File: src/rtl/loopcell_pkg.sv
package loopcell_pkg;
  localparam int unsigned BYTE_W = 8;
  typedef logic [BYTE_W-1:0] byte_t;
endpackage

File: src/rtl/loopcell_launch_reg.sv
module loopcell_launch_reg (
  input  logic clk,
  input  logic rst_n,
  input  logic launch_req,
  input  logic unit_done,
  output logic busy
);
  logic busy_q;

  // completion wins; a request while set is dropped
  always_ff @(posedge clk) begin
    if (!rst_n)          busy_q <= 1'b0;
    else if (unit_done)  busy_q <= 1'b0;
    else if (launch_req) busy_q <= 1'b1;
  end

  assign busy = busy_q;
endmodule

File: src/rtl/loopcell_unit_builder.sv
module loopcell_unit_builder
  import loopcell_pkg::*;
#(
  parameter int unsigned CELL_BYTES = 53,
  parameter int unsigned HDR_BYTES  = 4,
  parameter logic [7:0]  FILL_BYTE  = 8'h6A
) (
  input  logic                    clk,
  input  logic                    rst_n,
  input  logic                    advance,
  input  byte_t                   phy_addr,
  input  logic [HDR_BYTES*8-1:0]  hdr_pattern,
  output byte_t                   unit_data,
  output logic                    unit_last
);
  localparam int unsigned UNIT_BYTES = CELL_BYTES + 1;
  localparam int unsigned IDX_W      = $clog2(UNIT_BYTES);
  localparam logic [IDX_W-1:0] LAST_IDX = IDX_W'(UNIT_BYTES - 1);

  logic [IDX_W-1:0] idx_q;

  always_ff @(posedge clk) begin
    if (!rst_n)                     idx_q <= '0;
    else if (advance && unit_last)  idx_q <= '0;
    else if (advance)               idx_q <= idx_q + 1'b1;
  end

  assign unit_last = (idx_q == LAST_IDX);

  always_comb begin
    unit_data = FILL_BYTE;
    if (idx_q == '0) unit_data = phy_addr;
    for (int k = 0; k < int'(HDR_BYTES); k++) begin
      if (idx_q == IDX_W'(k + 1))
        unit_data = hdr_pattern[(int'(HDR_BYTES) - 1 - k)*8 +: 8];
    end
  end
endmodule

File: src/rtl/loopcell_tx_arbiter.sv
module loopcell_tx_arbiter
  import loopcell_pkg::*;
(
  input  logic  clk,
  input  logic  rst_n,
  input  logic  busy,
  input  logic  s_valid,
  output logic  s_ready,
  input  byte_t s_data,
  input  logic  s_last,
  output logic  m_valid,
  input  logic  m_ready,
  output byte_t m_data,
  output logic  m_last,
  input  byte_t unit_data,
  input  logic  unit_last,
  output logic  unit_adv,
  output logic  unit_done,
  output logic  sel_inj,
  output logic  inj_q
);
  logic in_cell_q;

  // a pending launch takes the link only between normal cells
  assign sel_inj   = inj_q | (busy & ~in_cell_q);
  assign unit_adv  = sel_inj & m_ready;
  assign unit_done = unit_adv & unit_last;

  always_comb begin
    if (sel_inj) begin
      m_valid = 1'b1;
      m_data  = unit_data;
      m_last  = unit_last;
      s_ready = 1'b0;
    end else begin
      m_valid = s_valid;
      m_data  = s_data;
      m_last  = s_last;
      s_ready = m_ready;
    end
  end

  always_ff @(posedge clk) begin
    if (!rst_n) begin
      inj_q     <= 1'b0;
      in_cell_q <= 1'b0;
    end else begin
      inj_q <= sel_inj & ~unit_done;
      if (!sel_inj && s_valid && m_ready) in_cell_q <= ~s_last;
    end
  end
endmodule

File: src/rtl/loopcell_injector.sv
module loopcell_injector
  import loopcell_pkg::*;
#(
  parameter int unsigned CELL_BYTES = 53,
  parameter int unsigned HDR_BYTES  = 4,
  parameter logic [7:0]  FILL_BYTE  = 8'h6A
) (
  input  logic                   clk,
  input  logic                   rst_n,
  input  logic                   launch_req,
  output logic                   launch_busy,
  input  logic [7:0]             phy_addr,
  input  logic [HDR_BYTES*8-1:0] hdr_pattern,
  input  logic                   s_valid,
  output logic                   s_ready,
  input  logic [7:0]             s_data,
  input  logic                   s_last,
  output logic                   m_valid,
  input  logic                   m_ready,
  output logic [7:0]             m_data,
  output logic                   m_last
);
  byte_t unit_data;
  logic  unit_last, unit_adv, unit_done, sel_inj, inj_q;

  loopcell_launch_reg u_launch (
    .clk(clk), .rst_n(rst_n), .launch_req(launch_req),
    .unit_done(unit_done), .busy(launch_busy)
  );

  loopcell_unit_builder #(
    .CELL_BYTES(CELL_BYTES), .HDR_BYTES(HDR_BYTES), .FILL_BYTE(FILL_BYTE)
  ) u_builder (
    .clk(clk), .rst_n(rst_n), .advance(unit_adv),
    .phy_addr(phy_addr), .hdr_pattern(hdr_pattern),
    .unit_data(unit_data), .unit_last(unit_last)
  );

  loopcell_tx_arbiter u_arb (
    .clk(clk), .rst_n(rst_n), .busy(launch_busy),
    .s_valid(s_valid), .s_ready(s_ready), .s_data(s_data), .s_last(s_last),
    .m_valid(m_valid), .m_ready(m_ready), .m_data(m_data), .m_last(m_last),
    .unit_data(unit_data), .unit_last(unit_last), .unit_adv(unit_adv),
    .unit_done(unit_done), .sel_inj(sel_inj), .inj_q(inj_q)
  );
endmodule

File: config.mk
export PLATFORM = sky130hd
export DESIGN_NAME = loopcell_injector
export DESIGN_NICKNAME = d
export VERILOG_FILES = /design/src/rtl/loopcell_pkg.sv /design/src/rtl/loopcell_launch_reg.sv /design/src/rtl/loopcell_unit_builder.sv /design/src/rtl/loopcell_tx_arbiter.sv /design/src/rtl/loopcell_injector.sv
export SDC_FILE = /design/constraint.sdc
export NUM_CORES = 1
export LEC_CHECK = 0
export ABC_AREA = 1
export BUFFER_PORTS_ARGS = -buffer_cell sky130_fd_sc_hd__buf_2
export CORE_ASPECT_RATIO = 0.75
export CORE_UTILIZATION = 25
export DETAILED_ROUTE_END_ITERATION = 10
export HOLD_SLACK_MARGIN = 0.02
export PLACE_DENSITY_LB_ADDON = 0.12
export SYNTH_ARGS = -nofsm -noshare
export SYNTH_HDL_FRONTEND = slang
export SYNTH_SLANG_ARGS = --single-unit
File: constraint.sdc
create_clock -name clk -period 1.2 [get_ports clk]
set_input_delay 0.12 -clock clk [delete_from_list [all_inputs] [get_ports clk]]
set_output_delay 0.12 -clock clk [all_outputs]
set_load 0.005 [all_outputs]
==> flow_metrics.py, run 1 <==
metrics = {
    "sta": {
        "tightest_slew_ns": 0.264,
        "setup_violations": 18,
        "period_needed_ns": 1.74,
        "finalCritPeriodShare_pct": 145,
        "max_freq_ghz": 0.575,
        "hold_viol": 0,
        "clock-skew-final_ns": 0.00223,
        "fin_ws_ns": -0.538,
        "rsz0062_at_grt": "true",
        "whs_ns": 0.107,
        "slew_headroom_pct": 82.4,
        "drv_slew": 0,
        "fin_setup_tns_ns": -5.29,
    },
    "power_and_ir_drop": {
        "max-vdd-ir-drop_mv": 0.737,
        "power_switching_mw": 0.471,
        "p_per_area_nw_per_um2": 649,
        "p_leak_nw": 1.07,
        "p_int_mw": 0.871,
        "pwr-share-seq_pct": 24.0,
        "comb_power_share_pct": 49.3,
        "power.share.clock_pct": 26.7,
        "netSwitchingFraction_pct": 35.1,
    },
    "detailed_routing": {
        "detail_route.wl_per_cell_um": 11.1,
        "drc": 0,
        "final_antenna_net_count": 0,
        "drt_iter0_markers": 56,
        "wl_um": 3790,
        "viasPerCell": 4.30,
        "via_count": 1471,
        "drtPass1Iterations": 4,
    },
    "place": {
        "dpl.hpwl_um": 2830,
        "gp_congestion": 0.723,
        "io_buffers": 65,
        "dpl_cell_area_um2": 1710,
    },
    "cells_and_area": {
        "seqCellArea_um2": 196,
        "final_layout_size_suffix_gt1_share_pct": 56.4,
        "multi_input_area_um2": 986,
        "fin_nets": 346,
        "design_area_um2": 2070,
        "diodes": 0,
        "areaGrowthSynthToFinish_pct": 80.3,
        "fillers": 448,
    },
    "yosys": {
        "synth_most_common_cell": "nand2_1",
        "netlist_area_um2": 1150,
        "synth-edff-count": 0,
        "synth_top_cells_by_area": "nand2_1, dfxtp_1, nand3_1",
        "syn_avg_cell_area_um2": 6.10,
        "syn_nets": 246,
        "yosys_most_used_dff": "dfxtp_1",
        "yosys-top-cells-count": "nand2_1, inv_1, nand3_1, a21oi_1, nor2_1",
        "syn-instance-count": 188,
        "ys_ff_latch": 9,
        "synth_warnings": 0,
        "ys_types": 28,
        "yosys.area.top_type_share_pct": 18.3,
        "synthArstFlopShare_pct": 0,
        "ys_seq_area_share_pct": 15.7,
        "synth.largest_area_cell": "nand2_1",
    },
    "job": {
        "drv_cap": 0,
    },
    "critical_path": {
        "path_common_cell": "nand2_1",
        "cp-start-kind": "register",
        "crit_chain": "nor2_4 > inv_4 > buf_12 > nor2_8 > nor2_1 > nand2_1 > nand2_1 > nand2_1 > nand2_1 > buf_2",
        "max_stage_delay_ns": 0.35,
        "critical_path.max_fanout": 7,
        "worst_path_max_delay_cell": "dfxtp_4",
        "path_buf_inv": 3,
        "crit_type": "reg2out",
        "end_kind": "primary output",
        "critical-path-top-delay-family": "simple AND/OR/NAND/NOR gates",
        "crit_arrival_ns": 1.62,
        "crit_required_ns": 1.08,
    },
    "floorplan": {
        "initial_core_util_pct": 27.1,
        "core_area_um2": 4230,
        "die_area_um2": 4860,
        "top_level_ports": 66,
        "die_y_um": 60.6,
        "fp.dieW_um": 80.2,
        "rows": 20,
    },
    "global_routing": {
        "grt_pass1_wl_um": 5950,
        "overflow": 0,
        "grt_max_degree": 20,
        "antenna_found_initial": 0,
        "grt_pass1_vias": 1280,
        "grt_util_all_layers_pct": 16.1,
    },
    "clock_tree": {
        "root_buffer": "clkbuf_8",
        "cts_sinks": 9,
        "clock_latency_ns": 0.23,
        "cts_buffers": 3,
        "clk_pin_slew_worst_paths_ns": 0.05,
        "cts-htree-levels": 1,
        "hold_buffers": 0,
        "clock_path_buffers": 2,
        "cts_tree": "built",
    },
    "worst_hold_path": {
        "hp-class": "in2reg",
    },
    "outcome": {
        "violations": "negative setup slack",
        "status": "finished, violations left",
    },
}
-- worst register-to-register path: cells and delay by family, from the launching register on --
family | cells | cell delay, ns
AND/OR/NAND/NOR | 4 | 0.33
buffers and inverters | 3 | 0.27
flip-flops | 1 | 0.35
AO/OA/AOI/OAI | 2 | 0.29
-- stage by stage --
step	instances	power, mW	utilization [%]	setup slack, ns
after global routing	342	1.46	48.9	-0.663
after global placement	320	0.884	40.3	-0.303
after detailed placement	320	0.881	40.3	-0.276
after floorplan	188	0.629	-	-0.0337
after CTS	341	1.33	46.9	-0.510
final	342	1.34	48.9	-0.538
-- power groups by stage --
| stage | clock network (mW) | logic, mW | registers, mW |
|---|---|---|---|
| 6_report | 0.359 | 0.661 | 0.322 |
| 5_1_grt | 0.396 | 0.741 | 0.323 |
| 4_1_cts | 0.371 | 0.637 | 0.322 |
| 3_5_place_dp | 0 | 0.552 | 0.328 |
| 3_3_place_gp | 0 | 0.555 | 0.329 |
| 2_1_floorplan | 0 | 0.301 | 0.328 |
-- final timing paths --
kind                                    from                         endpoint  slack [ns]  cells past startpoint
max reg2reg  u_builder.idx_q[3]$_SDFFE_PP0P_  u_builder.idx_q[5]$_SDFFE_PP0P_       -0.14                      9
min reg2reg  u_builder.idx_q[0]$_SDFFE_PP0P_  u_builder.idx_q[0]$_SDFFE_PP0P_        0.54                      2
max          u_builder.idx_q[3]$_SDFFE_PP0P_                        m_data[2]       -0.54                     10
min                               launch_req       u_launch.busy$_SDFFE_PP0P_        0.11                      3
-- layer usage --
layer	track usage (%)	part of all wire, %	up-vias
met4	1.53	0	0
li1	-	-	799
met3	4.06	6.6	0
met2	23.7	40	48
met5	0	0	-
met1	24.4	53	624
-- kinds of logic after synthesis --
family                     count (synthesis)  share of synthesized area (%)
AOI/OAI and AO/OA                         24                           11.5
adders and majority gates                  4                           4.37
buffers and inverters                     37                           15.1
DFF                                        9                           15.7
and+or+nand+nor                          114                           53.4
-- placed cells by master, fill, tap and decap left out, types with 3 or more instances in the layout --
cell type | Yosys | layout
a21oi_1 | 18 | 14
nand2_4 | 2 | 3
nand3_4 | 2 | 3
nand2_1 | 56 | 49
nand2_2 | 1 | 6
inv_4 | 1 | 4
inv_2 | 4 | 6
a21oi_2 | 0 | 4
buf_2 | 0 | 64
clkbuf_8 | 0 | 3
nor2_8 | 3 | 3
nand3_2 | 1 | 10
buf_6 | 2 | 9
nor2_4 | 3 | 6
inv_1 | 27 | 22
buf_4 | 0 | 20
dfxtp_4 | 0 | 3
nand3b_1 | 3 | 3
ha_4 | 0 | 3
dfxtp_2 | 0 | 4
buf_12 | 0 | 3
nor2_1 | 15 | 14
nand3_1 | 21 | 13
-- repair_timing --
| item | 4_1_cts | 5_1_grt |
|---|---|---|
| gates resized for setup | 24 | 22 |
| gates cloned | 2 | 1 |
| pin swaps | 13 | 15 |
| endpoints found under the setup margin | 19 | 20 |
| buffers inserted | 15 | 4 |
-- flip-flops by register name (all words and copies together) (netlist names) --
| name | flops |
|---|---|
| u_builder.idx_q | 6 |
| u_arb.in_cell_q | 1 |
| u_arb.inj_q | 1 |
| u_launch.busy | 1 |
-- final cells by class --
type | count | share of cell area, %
timing repair buffer | 96 | 30.6
inverter | 33 | 6.72
clock buffer | 4 | 2.18
sequential | 9 | 9.50
tap | 55 | 3.33
multi-input combinational | 145 | 47.7
Note: power is estimated with default switching activity, not from simulation.
==> inputs of run 2 (changes only) <==
Settings changed: SYNTH_HIERARCHICAL set to 1.
==> flow_metrics.py, run 2 <==
metrics = {
    "detailed_routing": {
        "wl_um": 3540,
        "via_count": 1527,
        "dr_wl_met2_um": 1640,
        "drtPass1Iterations": 4,
        "drt_iter0_markers": 28,
        "final_antenna_net_count": 0,
        "viasPerCell": 4.14,
        "dr_wl_met3_um": 144,
        "detail_route.wl_per_cell_um": 9.60,
        "top_layer_used": "met4",
        "drt-met1-wl_um": 1740,
        "drc": 0,
    },
    "critical_path": {
        "path_buf_inv": 4,
        "worst_path_max_delay_cell": "dfxtp_4",
        "cp-start-kind": "register",
        "r2r_setup_slack_ns": -0.27,
        "path_common_cell": "nand2_1",
        "crit_type": "reg2out",
        "end_kind": "primary output",
        "critical-path-top-delay-family": "simple AND/OR/NAND/NOR gates",
        "crit_arrival_ns": 1.73,
        "crit_chain": "inv_4 > buf_4 > ha_4 > nand2_1 > nor2_1 > buf_4 > nor2_1 > nand2_1 > nand2_1 > nand2_1 > nand2_1 > buf_2",
        "max_stage_delay_ns": 0.37,
        "crit_required_ns": 1.08,
        "critical_path.max_fanout": 9,
    },
    "place": {
        "dpl.hpwl_um": 2650,
        "gp_congestion": 0.778,
        "dpl_worst_slack_ns": -0.483,
        "dpl_cell_area_um2": 1700,
        "io_buffers": 65,
    },
    "cells_and_area": {
        "design_area_um2": 2100,
        "fillers": 441,
        "fin_nets": 373,
        "seqCellArea_um2": 194,
        "diodes": 0,
        "top_register": "u_builder/idx_q",
        "final_common_cell": "nand2_1",
        "final_cell_mix": "nand2_1, buf_2, buf_4, nor2_1, inv_1",
        "multi_input_area_um2": 963,
        "areaGrowthSynthToFinish_pct": 99.2,
        "largest_reg_flops": 6,
        "final_layout_size_suffix_gt1_share_pct": 55.1,
    },
    "sta": {
        "clock-skew-final_ns": 0.000926,
        "setup_violations": 18,
        "fin_ws_ns": -0.655,
        "tightest_slew_ns": 0.241,
        "whs_ns": 0.116,
        "max_freq_ghz": 0.539,
        "fin_setup_tns_ns": -6.67,
        "finalCritPeriodShare_pct": 155,
        "rsz0062_at_grt": "true",
        "drv_slew": 0,
        "slew_headroom_pct": 83.9,
        "hold_viol": 0,
        "period_needed_ns": 1.85,
    },
    "clock_tree": {
        "clock_path_buffers": 2,
        "cts-htree-levels": 1,
        "root_buffer": "clkbuf_8",
        "cts_sinks": 9,
        "clock_latency_ns": 0.23,
        "cts_buffers": 3,
        "cts_tree": "built",
        "hold_buffers": 0,
        "clk_pin_slew_worst_paths_ns": 0.05,
    },
    "global_routing": {
        "antenna_found_initial": 0,
        "grt_util_all_layers_pct": 15.4,
        "grt_pass1_wl_um": 5520,
        "overflow": 0,
        "grt_pass1_vias": 1300,
        "grt_max_degree": 12,
    },
    "floorplan": {
        "initial_core_util_pct": 26.0,
        "rows": 20,
        "die_y_um": 58.3,
        "top_level_ports": 66,
        "die_area_um2": 4490,
        "fp.dieW_um": 77.0,
        "core_area_um2": 4050,
    },
    "yosys": {
        "synthArstFlopShare_pct": 0,
        "yosys-top-cells-count": "nand2_1, nor2_1, inv_1, nand3_1",
        "netlist_area_um2": 1060,
        "syn_nets": 262,
        "yosys.area.top_type_share_pct": 29.9,
        "synth_most_common_cell": "nand2_1",
        "ys_seq_area_share_pct": 17.1,
        "syn-instance-count": 204,
        "synth-edff-count": 0,
        "synth_warnings": 6,
        "synth_top_cells_by_area": "nand2_1, dfxtp_1, nor2_1",
        "yosys_most_used_dff": "dfxtp_1",
        "ys_types": 26,
        "syn_avg_cell_area_um2": 5.18,
        "synth.largest_area_cell": "nand2_1",
        "ys_ff_latch": 9,
    },
    "power_and_ir_drop": {
        "p_per_area_nw_per_um2": 644,
        "p_leak_nw": 1.15,
        "max-vdd-ir-drop_mv": 0.561,
    },
    "outcome": {
        "violations": "negative setup slack",
        "status": "finished, violations left",
    },
    "job": {
        "drv_cap": 0,
    },
    "worst_hold_path": {
        "hp-class": "in2reg",
    },
}
[run 2: cell types whose count changed in the layout (fill, tap and decap cells not counted), moves of 3 or more]
cell      change
a21oi_1       -6
a21oi_2       -3
buf_4        +13
inv_1         -7
nand2_1      +23
nand2_2       +3
nand3_1       -9
nand3_2       -4
nand3b_1      -3
nor2_1       +17
nor2_2        +3
nor2_8        -3
[run 2: cell type report]
class                      count  area share, %
timing repair buffer         109           33.9
multi-input combinational    165           45.8
tap                           55           3.27
clock buffer                   4           2.14
inverter                      27           5.65
sequential                     9           9.22
[run 2: worst paths after layout]
check	cells past startpoint	startpoint	endpoint
min	3	launch_req	u_launch/busy$_SDFFE_PP0P_
max reg2reg	11	u_builder/idx_q[0]$_SDFFE_PP0P_	u_launch/busy$_SDFFE_PP0P_
max	12	u_builder/idx_q[0]$_SDFFE_PP0P_	m_data[1]
min reg2reg	3	u_launch/busy$_SDFFE_PP0P_	u_launch/busy$_SDFFE_PP0P_
[run 2: through the flow]
| step | util [%] | cells | power [mW] |
|---|---|---|---|
| after global routing | 51.9 | 369 | 1.47 |
| after global placement | 41.8 | 352 | 0.875 |
| after CTS | 48.5 | 364 | 1.34 |
| final | 51.9 | 369 | 1.36 |
| after floorplan | - | 204 | 0.616 |
| after detailed placement | 41.8 | 352 | 0.874 |
[run 2: power breakdown]
part           internal, mW  leakage (nW)  switching [mW]
Combinational         0.338          1.06           0.332
Clock                 0.232        0.0228           0.128
Sequential            0.312        0.0770          0.0131
[run 2: cell families after synthesis]
logic type / after synthesis / share of synthesized area [%]
compound gates: 11 / 5.45
xor+xnor: 2 / 1.66
fa+ha+maj: 4 / 4.74
flops: 9 / 17.1
simple gates: 148 / 59.0
buf+inv: 30 / 12.1
[run 2: worst min-delay path: stages]
cell    delay (ns)
buf_2         0.07
nor2_1        0.03
nor2_1        0.09
[run 2: routing by layer]
metal / vias up / GRT usage, %
met5: - / 0
li1: 838 / -
met2: 37 / 24.9
met3: 2 / 2.99
met1: 650 / 21.7
met4: 0 / 2.43
[run 2: timing repair]
item | CTS | global route
cloned | 1 | 0
gates resized for setup | 47 | 32
endpoints found under the hold margin | 0 | 0
endpoints found under the setup margin | 19 | 19
setup buffers | 7 | 6
pin swaps | 24 | 18
==> inputs of run 3 (changes only) <==
Settings changed: ABC_AREA 1 to 0, TNS_END_PERCENT set to 10.
==> flow_metrics.py, run 3 <==
metrics = {
    "outcome": {
        "status": "finished, violations left",
        "violations": "negative setup slack",
    },
    "detailed_routing": {
        "drt-met1-wl_um": 1590,
        "dr_wl_met2_um": 1520,
        "top_layer_used": "met4",
        "drt_iter0_markers": 41,
        "viasPerCell": 4.79,
        "wl_um": 3330,
        "via_count": 1254,
        "final_antenna_net_count": 0,
        "dr_wl_met3_um": 183,
        "drc": 0,
        "detail_route.wl_per_cell_um": 12.7,
        "drtPass1Iterations": 4,
    },
    "sta": {
        "max_freq_ghz": 0.506,
        "fin_setup_tns_ns": -7.91,
        "drv_slew": 0,
        "clock-skew-final_ns": 0.00135,
        "rsz0062_at_grt": "true",
        "setup_violations": 19,
        "tightest_slew_ns": 0.269,
        "whs_ns": 0.163,
        "hold_viol": 0,
        "finalCritPeriodShare_pct": 165,
        "period_needed_ns": 1.98,
        "fin_ws_ns": -0.776,
        "slew_headroom_pct": 82.0,
    },
    "cells_and_area": {
        "fin_nets": 271,
        "final_cell_mix": "buf_2, buf_4, nand2_1, inv_1, mux2_2",
        "areaGrowthSynthToFinish_pct": 91.0,
        "final_layout_size_suffix_gt1_share_pct": 65.1,
        "top_register": "u_builder/idx_q",
        "final_cell_count_no_fill": 262,
        "design_area_um2": 1800,
        "final_common_cell": "buf_2",
        "utilization_pct": 52.3,
        "largest_reg_flops": 6,
        "diodes": 0,
        "fillers": 332,
    },
    "yosys": {
        "yosys-top-cells-count": "inv_1, nand2_1, dfxtp_1, mux2_2",
        "yosys.area.top_type_share_pct": 19.1,
        "synthArstFlopShare_pct": 0,
        "synth_warnings": 6,
        "syn_nets": 177,
        "yosys_most_used_dff": "dfxtp_1",
        "ys_ff_latch": 9,
        "syn-instance-count": 119,
        "netlist_area_um2": 943,
        "synth-edff-count": 0,
        "syn_avg_cell_area_um2": 7.93,
        "synth_most_common_cell": "inv_1",
        "synth_top_cells_by_area": "dfxtp_1, mux2_2, a32oi_1",
        "ys_types": 35,
        "ys_seq_area_share_pct": 19.1,
        "synth.largest_area_cell": "dfxtp_1",
    },
    "global_routing": {
        "grt_pass1_wl_um": 5470,
        "grt_max_degree": 13,
        "overflow": 0,
        "grt_pass1_vias": 1220,
        "grt_util_all_layers_pct": 17.5,
        "antenna_found_initial": 0,
    },
    "power_and_ir_drop": {
        "p_leak_nw": 0.820,
        "p_per_area_nw_per_um2": 746,
        "max-vdd-ir-drop_mv": 0.419,
        "p_total_mw": 1.34,
    },
    "worst_hold_path": {
        "hp-class": "in2reg",
    },
    "clock_tree": {
        "cts_buffers": 3,
        "cts_tree": "built",
        "clk_pin_slew_worst_paths_ns": 0.05,
        "root_buffer": "clkbuf_8",
        "clock_path_buffers": 2,
        "clock_latency_ns": 0.24,
        "cts-htree-levels": 1,
        "cts_sinks": 9,
    },
    "place": {
        "dpl_cell_area_um2": 1530,
        "dpl_worst_slack_ns": -0.769,
        "dp.cells": 258,
        "gp_congestion": 0.806,
        "io_buffers": 65,
        "dpl.hpwl_um": 2680,
    },
    "floorplan": {
        "die_area_um2": 4030,
        "rows": 18,
        "fp.dieW_um": 72.9,
        "die_y_um": 55.2,
        "top_level_ports": 66,
        "core_area_um2": 3450,
        "initial_core_util_pct": 27.4,
    },
    "critical_path": {
        "r2r_setup_slack_ns": -0.22,
        "crit_type": "reg2out",
        "crit_arrival_ns": 1.86,
        "critical_path.max_fanout": 12,
        "crit_required_ns": 1.08,
        "cp-start-kind": "register",
        "end_kind": "primary output",
    },
    "job": {
        "drv_cap": 0,
    },
}
run 3: cell count changes after synthesis, moves of 7 or more:
cell,before,now
a21oi_1,9,2
inv_1,23,12
nor2_1,39,7
mux2_2,0,9
nand2_1,84,11
nand3_1,11,2
a32oi_1,0,7
run 3: layout make-up:
type	instances	area [µm²]	share of cell area [%]
multi-input cells	92	856	47.5
repair buffers	94	596	33.1
flip-flops and latches	9	189	10.5
well taps	50	62.6	3.47
inverters	13	53.8	2.99
clock buffers	4	45.0	2.50
run 3: layer usage:
metal / track usage [%] / vias up
met5: 0 / -
met4: 4.20 / 0
met3: 4.56 / 4
met2: 28.2 / 33
met1: 23.3 / 580
li1: - / 637
run 3: path summary, 6_finish.rpt:
kind / cells after the start / startpoint / endpoint
worst max-delay path: 8 / u_builder/idx_q[0]$_SDFFE_PP0P_ / m_data[3]
worst min-delay path: 3 / launch_req / u_launch/busy$_SDFFE_PP0P_
worst max register to register: 6 / u_builder/idx_q[0]$_SDFFE_PP0P_ / u_arb/inj_q$_SDFF_PN0_
worst min register to register: 2 / u_arb/in_cell_q$_SDFFE_PN0P_ / u_arb/in_cell_q$_SDFFE_PN0P_
run 3: cell families after synthesis:
kind of cell               Yosys count  share of synthesized area (%)
and+or+nand+nor                     44                           26.4
AOI/OAI and AO/OA                   32                           26.4
buffers and inverters               18                           9.28
muxes                                9                           10.7
DFF                                  9                           19.1
adders and majority gates            4                           5.31
xor gates and xnor gates             3                           2.79
run 3: power breakdown:
| group | internal [mW] | leakage [nW] | switching (mW) |
|---|---|---|---|
| clock | 0.233 | 0.0228 | 0.133 |
| sequential | 0.314 | 0.0757 | 0.0180 |
| combinational | 0.385 | 0.722 | 0.263 |
run 3: worst max-delay path, stage by stage (launching register included):
cell and delay [ns]:
dfxtp_4 0.40, inv_4 0.05, buf_6 0.11, ha_4 0.16
buf_12 0.14, a221o_1 0.30, a32oi_1 0.18, mux2_2 0.17
buf_2 0.11
run 3: repair_timing:
item / in CTS / in global routing
resized for setup: 38 / 12
setup endpoints to repair: 19 / 19
hold buffers: 0 / 0
setup buffers: 0 / 0
pin swaps: 15 / 5
